## src/rtl/chain_sel_pkg.sv

```systemverilog
// Shared types for the daisy-chain address selector.
// Assumes a 2-bit command code.
package chain_sel_pkg;
    typedef enum logic [1:0] {
        TGT_NONE = 2'd0,
        TGT_PAGE = 2'd1,
        TGT_SEL  = 2'd2
    } target_e;

    localparam logic [1:0] OP_TGT_PAGE = 2'b01;
    localparam logic [1:0] OP_TGT_SEL  = 2'b10;
endpackage

```

## src/rtl/cs_target_tracker.sv

```systemverilog
// Remembers which register the last command named as load target.
// The target stays armed only until the next command-write cycle.
// A soft reset or an unrelated command cancels it.
// Assumes a command cycle takes precedence over a write in the same cycle.
module cs_target_tracker
    import chain_sel_pkg::*;
(
    input  logic       clk,
    input  logic       rst_n,
    input  logic       cmd_valid,
    input  logic [1:0] cmd_op,
    input  logic       cw_valid,
    input  logic       soft_reset,
    output logic       load_page,
    output logic       load_sel
);
    target_e armed_q;
    logic    write_cycle;

    // A write only counts when no command and no soft reset compete with it.
    always_comb begin
        write_cycle = cw_valid && !cmd_valid && !soft_reset;
        load_page   = write_cycle && (armed_q == TGT_PAGE);
        load_sel    = write_cycle && (armed_q == TGT_SEL);
    end

    // Arm on a target command; disarm on soft reset, another command or a consumed write.
    always_ff @(posedge clk) begin
        if (!rst_n || soft_reset) begin
            armed_q <= TGT_NONE;
        end else if (cmd_valid) begin
            unique case (cmd_op)
                OP_TGT_PAGE: armed_q <= TGT_PAGE;
                OP_TGT_SEL:  armed_q <= TGT_SEL;
                default:     armed_q <= TGT_NONE;
            endcase
        end else if (cw_valid) begin
            armed_q <= TGT_NONE;
        end
    end
endmodule

```

## src/rtl/cs_addr_reg.sv

```systemverilog
// One address register with optional write guards.
// With GUARD_ONES set, an all-ones value is refused.
// The wr_allow input can lock the register.
// Hardware reset clears it; nothing else does.
module cs_addr_reg #(
    parameter int W          = 16,
    parameter bit GUARD_ONES = 1'b0
) (
    input  logic         clk,
    input  logic         rst_n,
    input  logic         load,
    input  logic         wr_allow,
    input  logic [W-1:0] data,
    output logic [W-1:0] q
);
    localparam logic [W-1:0] ALL_ONES = {W{1'b1}};

    logic accept;

    // Decide whether this load passes the guards chosen at build time.
    generate
        if (GUARD_ONES) begin : g_guard
            always_comb accept = load && wr_allow && (data != ALL_ONES);
        end else begin : g_open
            always_comb accept = load && wr_allow;
        end
    endgenerate

    // Hold the value; update only on an accepted load.
    always_ff @(posedge clk) begin
        if (!rst_n)      q <= '0;
        else if (accept) q <= data;
    end
endmodule

```

## src/rtl/cs_match.sv

```systemverilog
// Select and read-permission decode from the two register values.
// An all-ones select value is a broadcast that blocks reads.
module cs_match #(
    parameter int W = 16
) (
    input  logic [W-1:0] page_addr,
    input  logic [W-1:0] dev_sel,
    output logic         selected,
    output logic         read_ok
);
    localparam logic [W-1:0] BCAST = {W{1'b1}};

    logic is_bcast;
    logic is_match;

    // Combine exact match and broadcast into the two flags.
    always_comb begin
        is_bcast = (dev_sel == BCAST);
        is_match = (dev_sel == page_addr);
        selected = is_match || is_bcast;
        read_ok  = is_match && !is_bcast;
    end
endmodule

```

## src/rtl/chain_addr_select.sv

```systemverilog
// Top of the daisy-chain address selector.
// Ties the target tracker, the two address registers and the match decode together.
// Assumes the synchronous active-low rst_n is the hardware reset.
// soft_reset only cancels a pending load.
module chain_addr_select #(
    parameter int W = 16
) (
    input  logic         clk,
    input  logic         rst_n,
    input  logic         cmd_valid,
    input  logic [1:0]   cmd_op,
    input  logic         cw_valid,
    input  logic [W-1:0] cw_data,
    input  logic         soft_reset,
    input  logic         ff_enable,
    output logic [W-1:0] page_addr,
    output logic [W-1:0] dev_sel,
    output logic         selected,
    output logic         read_ok
);
    logic load_page;
    logic load_sel;

    cs_target_tracker u_trk (
        .clk        (clk),
        .rst_n      (rst_n),
        .cmd_valid  (cmd_valid),
        .cmd_op     (cmd_op),
        .cw_valid   (cw_valid),
        .soft_reset (soft_reset),
        .load_page  (load_page),
        .load_sel   (load_sel)
    );

    cs_addr_reg #(.W(W), .GUARD_ONES(1'b1)) u_page (
        .clk      (clk),
        .rst_n    (rst_n),
        .load     (load_page),
        .wr_allow (ff_enable),
        .data     (cw_data),
        .q        (page_addr)
    );

    cs_addr_reg #(.W(W), .GUARD_ONES(1'b0)) u_sel (
        .clk      (clk),
        .rst_n    (rst_n),
        .load     (load_sel),
        .wr_allow (1'b1),
        .data     (cw_data),
        .q        (dev_sel)
    );

    cs_match #(.W(W)) u_match (
        .page_addr (page_addr),
        .dev_sel   (dev_sel),
        .selected  (selected),
        .read_ok   (read_ok)
    );
endmodule

```

## config.mk

```make
export PLATFORM = sky130hd
export DESIGN_NAME = chain_addr_select
export DESIGN_NICKNAME = d
export VERILOG_FILES = /design/src/rtl/chain_sel_pkg.sv /design/src/rtl/cs_target_tracker.sv /design/src/rtl/cs_addr_reg.sv /design/src/rtl/cs_match.sv /design/src/rtl/chain_addr_select.sv
export SDC_FILE = /design/constraint.sdc
export NUM_CORES = 1
export LEC_CHECK = 0
export ABC_AREA = 1
export BUFFER_PORTS_ARGS = -buffer_cell sky130_fd_sc_hd__buf_4
export CAP_MARGIN = 20
export CORE_ASPECT_RATIO = 2
export CORE_MARGIN = 2
export CORE_UTILIZATION = 45
export CTS_CLUSTER_DIAMETER = 50
export DETAILED_ROUTE_END_ITERATION = 12
export HOLD_SLACK_MARGIN = 0.12
export PLACE_DENSITY = 0.72
export SLEW_MARGIN = 30
export SYNTH_ARGS = -nofsm -noshare
export SYNTH_HDL_FRONTEND = slang
export SYNTH_SLANG_ARGS = --single-unit
```

## constraint.sdc

```tcl
create_clock -name clk -period 1.35 [get_ports clk]
set_input_delay 0.27 -clock clk [delete_from_list [all_inputs] [get_ports clk]]
set_output_delay 0.27 -clock clk [all_outputs]
set_load 0.02 [all_outputs]
```

-- Word level (Yosys, flattened, before mapping)
Cells that the tools add are included.
- flip-flop bits (word level): 34
- input port bits: 24
- output and inout bits: 34
- word-level logic and storage cells: 27
- equal/unequal tests: 7
- mux-type cells: 3
- reductions and logical operators: 14
- operators by type and width (kind ; number):
    16-bit equality test ; 1
    16-bit equality test (second input constant) ; 1
    16-bit != test (second input constant) ; 1
    1-bit logical AND ; 7
    2-bit by 1-bit equality test with 1-bit output (second input constant) ; 2
    2-bit equality test (second input constant) ; 2
    1-bit zero test ; 4
    2-bit two-way mux ; 2
    2-bit one-hot mux with 2 select lines ; 1
    1-bit logical OR ; 2
    2-bit nonzero test ; 1

-- Depth between registers and ports, before layout
Gate-level depths: netlist (run 1).
- word-level depth: 6
- depth in mapped cells: 9
- depth with buffers taken out: 8

-- Hierarchy
A second synthesis (run 1) with hierarchy kept.
- cells, all modules: 360
- area, all modules: 2147.1 um^2
- modules (own cells, without submodules) (module ; times used ; cells each ; area each (um^2) ; sequential area each (um^2)):
    cs_addr_reg (u_page) ; 1 ; 132 ; 938.4 ; 320.3
    cs_addr_reg (u_sel) ; 1 ; 102 ; 675.6 ; 320.3
    cs_match ; 1 ; 106 ; 405.4 ; 0.0
    cs_target_tracker ; 1 ; 19 ; 123.9 ; 40.0
    chain_addr_select ; 1 ; 1 ; 3.8 ; 0.0

-- Worst setup path before layout (run 1)
Ideal clock, no wire load.
- kind: reg-to-output
- from: register u_sel.q[12]
- to: output port read_ok
- data arrival time: 1212 ps
- slack: -132 ps
- stages on the path, launching flop included: 9
- path buffers: 0
- path through: dfxtp_1 inv_1 nand2_1 nand2_1 nor2_1 nand2_1 nor2_1 nand2_1 nor2_1
- word-level cells in the longest chain between the ends: 3
- elaborated cells on any way between the ends: 4
- classes of those cells: eq/ne: 2; reduce/logical: 2
- RTL lines (what ; RTL line ; text):
    from (decl) ; cs_addr_reg.sv:14 ; output logic [W-1:0] q
    from (signal assigned) ; cs_addr_reg.sv:32 ; else if (accept) q <= data;
    16-bit equality test ; cs_match.sv:18 ; is_bcast = (dev_sel == BCAST);
    1-bit zero test ; cs_match.sv:21 ; read_ok = is_match && !is_bcast;
    1-bit logical AND * ; cs_match.sv:21 ;
    to (decl) ; chain_addr_select.sv:19 ; output logic read_ok
Every way passes the cells marked *; elsewhere a longest branch is shown, timed or not.

-- Worst setup path after layout (run 1)
- from: register u_sel.q[6]
- to: output port selected
- word-level cells in the longest chain between the ends: 2
- elaborated cells on any way between the ends: 3
- classes of those cells: eq/ne: 2; reduce/logical: 1
- RTL lines (what ; RTL line ; text):
    16-bit equality test (on tied branches) ; cs_match.sv:19, cs_match.sv:18 ;
    1-bit logical OR * ; cs_match.sv:20 ; selected = is_match || is_bcast;
    to (decl) ; chain_addr_select.sv:18 ; output logic selected,
Marked as above.

==> results.cfg, run 1 <==
[sta]
fin_crit_ps = 1660
slew_viol_final = 0
worstMarginPinSlew_ps = 311
fin_ws_ps = -311
finalHoldViolCount = 0
hold_ws_ps = 242
relSlewSlack_pct = 79.3
fin_crit_sh_pct = 123
skew_ps = 2.52
setup_viol = 2
fmax_mhz = 602
rsz0062_at_grt = true

[cts]
cts-root-buf = clkbuf_8
htree_levels = 2
clk_transition_reported_paths_ps = 70
clk_latency_ps = 290
cts_tree = built
ctsHoldBuffers = 0
cts_buffer_depth = 2
numCtsBuffers = 5
cts_sinks = 34

[synthesis]
ys_warn_count = 0
synth_common_cells = 71 x nand2_1, 67 x nor2_1, 49 x inv_1, 34 x dfxtp_1, 19 x nand3_1
ys_seq_area_share_pct = 37.7
ys_types = 19
synth_area_leaders = dfxtp_1 38%, nand2_1 15%, nor2_1 14%
ys_ff_latch = 34
yosysTopAreaCell = dfxtp_1
synth.most_common_cell = nand2_1
async_flop_share_pct = 0
synth_top_area_share_pct = 37.7
synth_area_per_cell_um2 = 6.06
syn_nets = 322
syn_inst = 298
netlist_area_um2 = 1810
synth-main-ff-cell = dfxtp_1
synth-edff-count = 0

[status]
status = finished with violations
violations = setup timing

[hold_path]
min_path_type = primary input to flop
min_from = soft_reset
worstHoldEndpoint = u_trk.armed_q[1]
whs_path_depth = 4

[die]
die_w_um = 48.8
dieArea_um2 = 4570
die_h_um = 93.6
io_pins = 58
rows = 32
start_util_pct = 47.0
core_um2 = 3840

[place]
dp_hpwl_mm = 3.85
dp_slack_ps = -21.7
io_buffers = 57
place_congestion = 0.791

[critical_path]
crit_path_max_fanout = 3
r2r_slack_ps = 180
required_ps = 1080
reg2reg_to = u_page.q[5]
cp.arrival_ps = 1390
r2r_cells = 9
cp-end-kind = primary output
crit_type = flop to primary output
startpoint_type = flop
reg2reg_from = u_trk.armed_q[1]

[power]
clkPwrFrac_pct = 39.6
p_sw_share_pct = 24.3
power_frac_seq_pct = 50.7
leakage_nw = 1.38
comb_power_share_pct = 9.7
p_int_w = 0.00151
ir_drop_mv = 0.895
powerDensity_nw_per_um2 = 766
power.switching_w = 0.000483

[run]
drv_cap = 0

[final_layout]
n_antenna_cell = 0
multi_input_area_um2 = 892
seq_area_um2 = 718
drive_above_1_share_pct = 36.2
layout.nets = 401
fin_util_pct = 67.6
fill_cells = 377
area_growth_pct = 43.8

[detailed_routing]
wire_per_inst_um = 11.6
via_per_inst = 4.71
wl_mm = 4.97
ant_nets = 0
via_count = 2022
first_pass_iters = 4
drtIter0Drc = 28
drc = 0

[global_routing]
grt_pass1_vias = 1973
grt-ovfl-total = 0
antenna_found_initial = 0
grt_start_max_net_pins = 34
grt_pass1_wl_mm = 8.49
grt_util_all_layers_pct = 23.9
## worst max-delay path: stages (launching register included)
cell and delay [ps]:
dfxtp_2 340, buf_4 120, nand4_1 120, nor2_1 120, nand2_1 70, nor2_2 110, inv_1 60, nand2_2 60
buf_6 110
## kinds of logic after synthesis
| logic type | count (synthesis) | synth area share, % |
|---|---|---|
| simple gates | 166 | 37.4 |
| compound gates | 34 | 9.42 |
| xor+xnor | 3 | 1.45 |
| buf+inv | 61 | 14.1 |
| flops | 34 | 37.7 |
## stage by stage
stage	area [um^2]	power, W	setup TNS, ps	instances
floorplan	1840	0.00112	0	298
global placement	2440	0.00122	-5.64	416
detailed placement	2440	0.00122	-21.7	416
finish	2600	0.00199	-611	429
CTS	2540	0.00200	-632	424
global route	2600	0.00207	-860	429
## cell type report
type / count / share of cell area [%]
multi-input combinational: 203 / 34.3
sequential: 34 / 27.6
timing repair buffer: 80 / 24.4
inverter: 53 / 7.66
clock buffer: 7 / 3.32
tap: 51 / 2.46
clock inverter: 1 / 0.193
## cell usage in the layout, fill, tap and decap left out, drive strengths merged
master,Yosys,layout
a21oi,18,18
buf,6,80
clkbuf,2,7
clkinv,0,1
dfxtp,34,34
inv,53,53
nand2,74,74
nand3,19,19
nand3b,1,1
nand4,3,3
nor2,69,69
o21ai,16,16
xor2,3,3
## power groups by stage
stage / logic (W) / clock network [W] / registers [W]
global route: 0.000215 / 0.000842 / 0.00101
floorplan: 0.0000845 / 0 / 0.00104
global placement: 0.000183 / 0 / 0.00103
finish: 0.000193 / 0.000788 / 0.00101
detailed placement: 0.000186 / 0 / 0.00103
CTS: 0.000192 / 0.000798 / 0.00101
## worst max path at each step
stage | start | endpoint | slack (ps) | depth (start not counted)
4_1_cts | u_sel.q[9] | read_ok | -330 | 9
5_1_grt | u_page.q[12] | read_ok | -450 | 9
2_1_floorplan | u_page.q[5] | read_ok | 2 | 8
3_5_place_dp | u_sel.q[8] | read_ok | -20 | 9
6_report | u_sel.q[6] | selected | -310 | 8
3_3_place_gp | u_sel.q[8] | read_ok | -6 | 9
## sequential cells by signal (all words and copies together), names as in the netlist
register,cells
u_page.q,16
u_sel.q,16
u_trk.armed_q,2
## layer usage
layer  wire length [um]  global-route usage (%)  vias to the layer above  part of all wire (%)
met5                  0                       0                        -                     0
met1               1790                    23.2                      904                    36
met3                161                    3.35                       13                   3.2
met4                145                    11.9                        0                   2.9
met2               2870                    47.4                       51                    58
li1                   -                       -                     1054                     -
## what timing repair did
action,CTS,global route
pin swaps,5,12
resized for setup,5,13
endpoints found under the hold margin,0,0
setup endpoints to repair,2,2
setup buffers,0,5
Note: power is estimated with default switching activity, not from simulation.
==> inputs of run 2 (changes only) <==
Settings changed: CORE_MARGIN 2 to unset, SETUP_SLACK_MARGIN set to 0.2.
==> run 2 against run 1 <==
Net effect: the flow still finishes with violations (setup timing); sequential share of layout area decreased by 3.8 points; non-clock buffer count grew 31; die area down 6.1%; first-iteration DRC count is 86% higher; sequential cell count did not move; clock skew increased by 1.8 ps; clock power is essentially flat; utilization rose by 18 points; routed wire length grew 28%; global-route usage rose by 5.0 points; register-to-register slack better by 40 ps; final cell count grew 7.2%; largest power group unchanged; highest routed layer unchanged.
==> results.cfg, run 2 (synthesis results as in run 1) <==
[power]
power_frac_seq_pct = 48.8
clkPwrFrac_pct = 39.9
p_int_w = 0.00147
ir_drop_mv = 0.670
powerDensity_nw_per_um2 = 599
comb_power_share_pct = 11.2
leakage_nw = 1.63
power.switching_w = 0.000500
p_sw_share_pct = 25.4
p_total_w = 0.00197

[die]
die_h_um = 91.6
core_um2 = 3840
start_util_pct = 47.0
dieArea_um2 = 4290
die_w_um = 46.8
io_pins = 58
rows = 32

[detailed_routing]
first_pass_iters = 4
drc = 0
wire_per_inst_um = 13.8
wl_mm = 6.34
via_count = 2246
drtIter0Drc = 52
ant_nets = 0
via_per_inst = 4.88

[sta]
fmax_mhz = 573
fin_crit_sh_pct = 129
rsz0062_at_grt = true
hold_ws_ps = 238
slew_viol_final = 0
fin_ws_ps = -396
setup_tns_ps = -785
finalHoldViolCount = 0
fin_crit_ps = 1750
worstMarginPinSlew_ps = 351
relSlewSlack_pct = 76.6
skew_ps = 4.30
setup_viol = 2

[run]
drv_cap = 0

[critical_path]
required_ps = 1080
crit_path_max_fanout = 3
crit_path_max_incr_delay_ps = 370
crit_slowest_cell = dfxtp_4
critical_path.most_common_cell = nand2_2
crit_type = flop to primary output
cp_cell_sequence = inv_1 > nand2_1 > nand2_2 > nor2_2 > nand2_1 > nor2_1 > nand2_2 > nand2_2 > buf_6
cp.arrival_ps = 1480
cp-end-kind = primary output
startpoint_type = flop

[global_routing]
grt_start_max_net_pins = 34
antenna_found_initial = 0
grt_pass1_vias = 2146
grt_pass1_wl_mm = 9.12
grt_util_all_layers_pct = 29.0
grt-ovfl-total = 0

[final_layout]
drive_above_1_share_pct = 49.1
n_antenna_cell = 0
layout.nets = 432
largest_registers = u_page.q x16, u_sel.q x16, u_trk.armed_q x2
layout_common_cells = 62 x nand2_1, 62 x buf_6, 55 x nor2_1
area_growth_pct = 82.3
design_area_um2 = 3290
finalNonFillerCells = 460

[cts]
cts_sinks = 34
ctsHoldBuffers = 0
cts-root-buf = clkbuf_8
clk_transition_reported_paths_ps = 70
numCtsBuffers = 5
htree_levels = 2
clk_latency_ps = 290
cts_tree = built
cts_buffer_depth = 2

[place]
io_buffers = 57
placedCellCount = 445
dp_hpwl_mm = 4.15
place_congestion = 0.815
placed_area_um2 = 2760

[status]
violations = setup timing
status = finished with violations

[hold_path]
min_path_type = primary input to flop
## run 2: what timing repair did
| item | CTS | global route |
|---|---|---|
| endpoints found under the hold margin | 0 | 0 |
| pin swaps | 12 | 26 |
| setup buffers | 1 | 5 |
| gates cloned | 0 | 1 |
| resized for setup | 61 | 43 |
| endpoints found under the setup margin | 48 | 51 |
## run 2: worst max-delay path: cells and delay by family, from the launching register on
family,cells,cell delay (ps)
simple gates,7,640
flops,1,370
buf+inv,2,180
## run 2: layout make-up
type,instances,area [um^2]
Timing Repair Buffer,111,1130
Inverter,53,204
Fill cell,239,551
Sequential cell,34,786
Tap cell,51,63.8
Multi-Input combinational cell,203,1010
Clock buffer,7,86.3
Clock inverter,1,5.00
## run 2: power groups by stage
stage	clock [W]	sequential (W)	combinational, W
3_5_place_dp	0	0.000987	0.000196
6_report	0.000787	0.000963	0.000222
5_1_grt	0.000853	0.000963	0.000242
4_1_cts	0.000798	0.000964	0.000205
2_1_floorplan	0	0.000991	0.0000888
3_3_place_gp	0	0.000987	0.000194
## run 2: path summary, 6_finish.rpt
path / startpoint / endpoint / slack, ps / cells past startpoint
setup / recovery: u_page.q[11] / selected / -400 / 9
hold / removal: cmd_op[1] / u_trk.armed_q[1] / 240 / 3
setup reg to reg: u_trk.armed_q[1] / u_page.q[14] / 220 / 8
hold reg to reg: u_trk.armed_q[0] / u_trk.armed_q[0] / 500 / 2
## run 2: stage by stage
step / util (%) / setup slack (ps)
5_1_grt: 85.7 / -472
4_1_cts: 80.0 / -359
3_3_place_gp: 71.8 / -119
2_1_floorplan: - / 75.1
3_5_place_dp: 71.8 / -173
6_report: 85.7 / -396
## run 2: routing by layer
layer	vias up	track usage [%]	routed length [um]	share of wire, %
li1	1123	-	-	-
met1	1019	29.0	2090	33
met2	78	53.8	3690	58
met3	26	3.74	259	4.1
met4	0	12.9	298	4.7
met5	-	0	0	0
==> inputs of run 3 (changes only) <==
Settings changed: SKIP_LAST_GASP set to 1.
==> run 3 against run 2 <==
Net effect: the flow still finishes with violations (setup timing); setup slack got worse by 0.73 ps; clock-buffer cell count did not move; register-to-register slack is essentially flat; largest cell class unchanged; largest power group unchanged.
==> results.cfg, run 3 (synthesis results as in run 1) <==
[detailed_routing]
highest_layer = met4
drtIter0Drc = 30
ant_nets = 0
wire_per_inst_um = 13.6
wl_met1_mm = 2.10
drc = 0
wl_mm = 6.25
first_pass_iters = 4
via_per_inst = 4.86
dr_wl_met3_um = 270
wl_met2_mm = 3.63
via_count = 2224

[sta]
setup_viol = 2
rsz0062_at_grt = true
relSlewSlack_pct = 76.4
setup_tns_ps = -790
fin_crit_sh_pct = 129
hold_ws_ps = 242
fmax_mhz = 573
worstMarginPinSlew_ps = 353
fin_crit_ps = 1750
slew_viol_final = 0
finalHoldViolCount = 0
skew_ps = 6.60
fin_ws_ps = -396

[global_routing]
grt_start_max_net_pins = 34
antenna_found_initial = 0
grt_util_all_layers_pct = 28.4
grt_pass1_vias = 2111
grt-ovfl-total = 0
grt_pass1_wl_mm = 8.95

[power]
p_sw_share_pct = 25.1
p_int_w = 0.00147
ir_drop_mv = 0.699
leakage_nw = 1.61
power_frac_seq_pct = 49.0
comb_power_share_pct = 11.2
power.switching_w = 0.000494
powerDensity_nw_per_um2 = 606
clkPwrFrac_pct = 39.8

[place]
placedCellCount = 445
place_congestion = 0.815
placed_area_um2 = 2760
dp_hpwl_mm = 4.15
io_buffers = 57

[cts]
ctsHoldBuffers = 0
htree_levels = 2
cts_sinks = 34
cts_buffer_depth = 2
cts_tree = built
numCtsBuffers = 5
cts-root-buf = clkbuf_8
clk_latency_ps = 290
clk_transition_reported_paths_ps = 70

[final_layout]
largest_registers = u_page.q x16, u_sel.q x16, u_trk.armed_q x2
area_growth_pct = 79.4
design_area_um2 = 3240
layout.nets = 430
layout_common_cells = 65 x nand2_1, 63 x buf_6, 58 x nor2_1
finalNonFillerCells = 458
final_common_cell = nand2_1
n_antenna_cell = 0
drive_above_1_share_pct = 46.9

[critical_path]
cp.arrival_ps = 1480
startpoint_type = flop
crit_type = flop to primary output
required_ps = 1080
cp-end-kind = primary output
crit_slowest_cell = dfxtp_4
crit_family = simple AND/OR/NAND/NOR gates
crit_path_max_fanout = 4
crit_buf_inv = 1
cp_cell_sequence = nor2_2 > nor2_1 > nor2_1 > nand2_1 > nor2_1 > nand2_2 > nand2_2 > buf_6
critical_path.most_common_cell = nor2_1
crit_path_max_incr_delay_ps = 360

[die]
core_um2 = 3840
dieArea_um2 = 4290
start_util_pct = 47.0
die_w_um = 46.8
die_h_um = 91.6
rows = 32
io_pins = 58

[hold_path]
min_path_type = primary input to flop

[status]
status = finished with violations
violations = setup timing

[run]
drv_cap = 0
-- run 3: changes by cell type in the layout (fill, tap and decap cells not counted), moves of 2 or more --
cell / delta
nor2_1: +3
nor2_2: -2
buf_4: -3
nand3_4: -2
nand2_2: -3
nand2_1: +3
-- run 3: through the flow --
stage | power [W] | setup WS (ps) | util [%]
6_report | 0.00197 | -396 | 84.3
3_5_place_dp | 0.00118 | -173 | 71.8
5_1_grt | 0.00205 | -502 | 84.3
3_3_place_gp | 0.00118 | -119 | 71.8
2_1_floorplan | 0.00108 | 75.1 | -
4_1_cts | 0.00197 | -359 | 79.8
-- run 3: path summary, 6_finish.rpt --
kind | startpoint | to | slack, ps | cells past startpoint
worst min register to register | u_trk.armed_q[0] | u_trk.armed_q[0] | 500 | 2
worst max register to register | u_trk.armed_q[1] | u_page.q[7] | 210 | 9
worst min-delay path | cmd_op[1] | u_trk.armed_q[1] | 240 | 3
worst max-delay path | u_sel.q[5] | selected | -400 | 8
-- run 3: timing repair --
action                     4_1_cts  5_1_grt
cloned                           0        1
pin swaps                       12        9
gates resized for setup         59       35
setup buffers                    1        3
setup endpoints to repair       48       50
-- run 3: power by group through the flow --
stage               clock network [W]   logic, W  registers [W]
finish                       0.000781   0.000221       0.000963
global route                 0.000849   0.000240       0.000963
CTS                          0.000798   0.000205       0.000964
detailed placement                  0   0.000196       0.000987
global placement                    0   0.000194       0.000987
floorplan                           0  0.0000888       0.000991
-- run 3: layout make-up --
class | count | area [um^2]
Tap cell | 51 | 63.8
Multi-Input combinational cell | 203 | 975
Timing Repair Buffer | 109 | 1120
Inverter | 53 | 204
Fill cell | 257 | 602
Sequential cell | 34 | 786
Clock inverter | 1 | 5.00
Clock buffer | 7 | 86.3
-- run 3: per-layer routing --
metal / vias to the layer above / GRT usage [%]
li1: 1118 / -
met1: 1009 / 28.7
met2: 76 / 52.4
met3: 21 / 3.74
met4: 0 / 12.9
met5: - / 0
-- run 3: worst reg2reg max path, cell delays in order (launching register included) --
cell     delay [ps]
dfxtp_2         320
inv_2            60
nand2_2          50
nor2_2           80
nand2_2         100
inv_4           110
buf_6           120
nand3_1          90
nand2_1          80
nor2_1           40
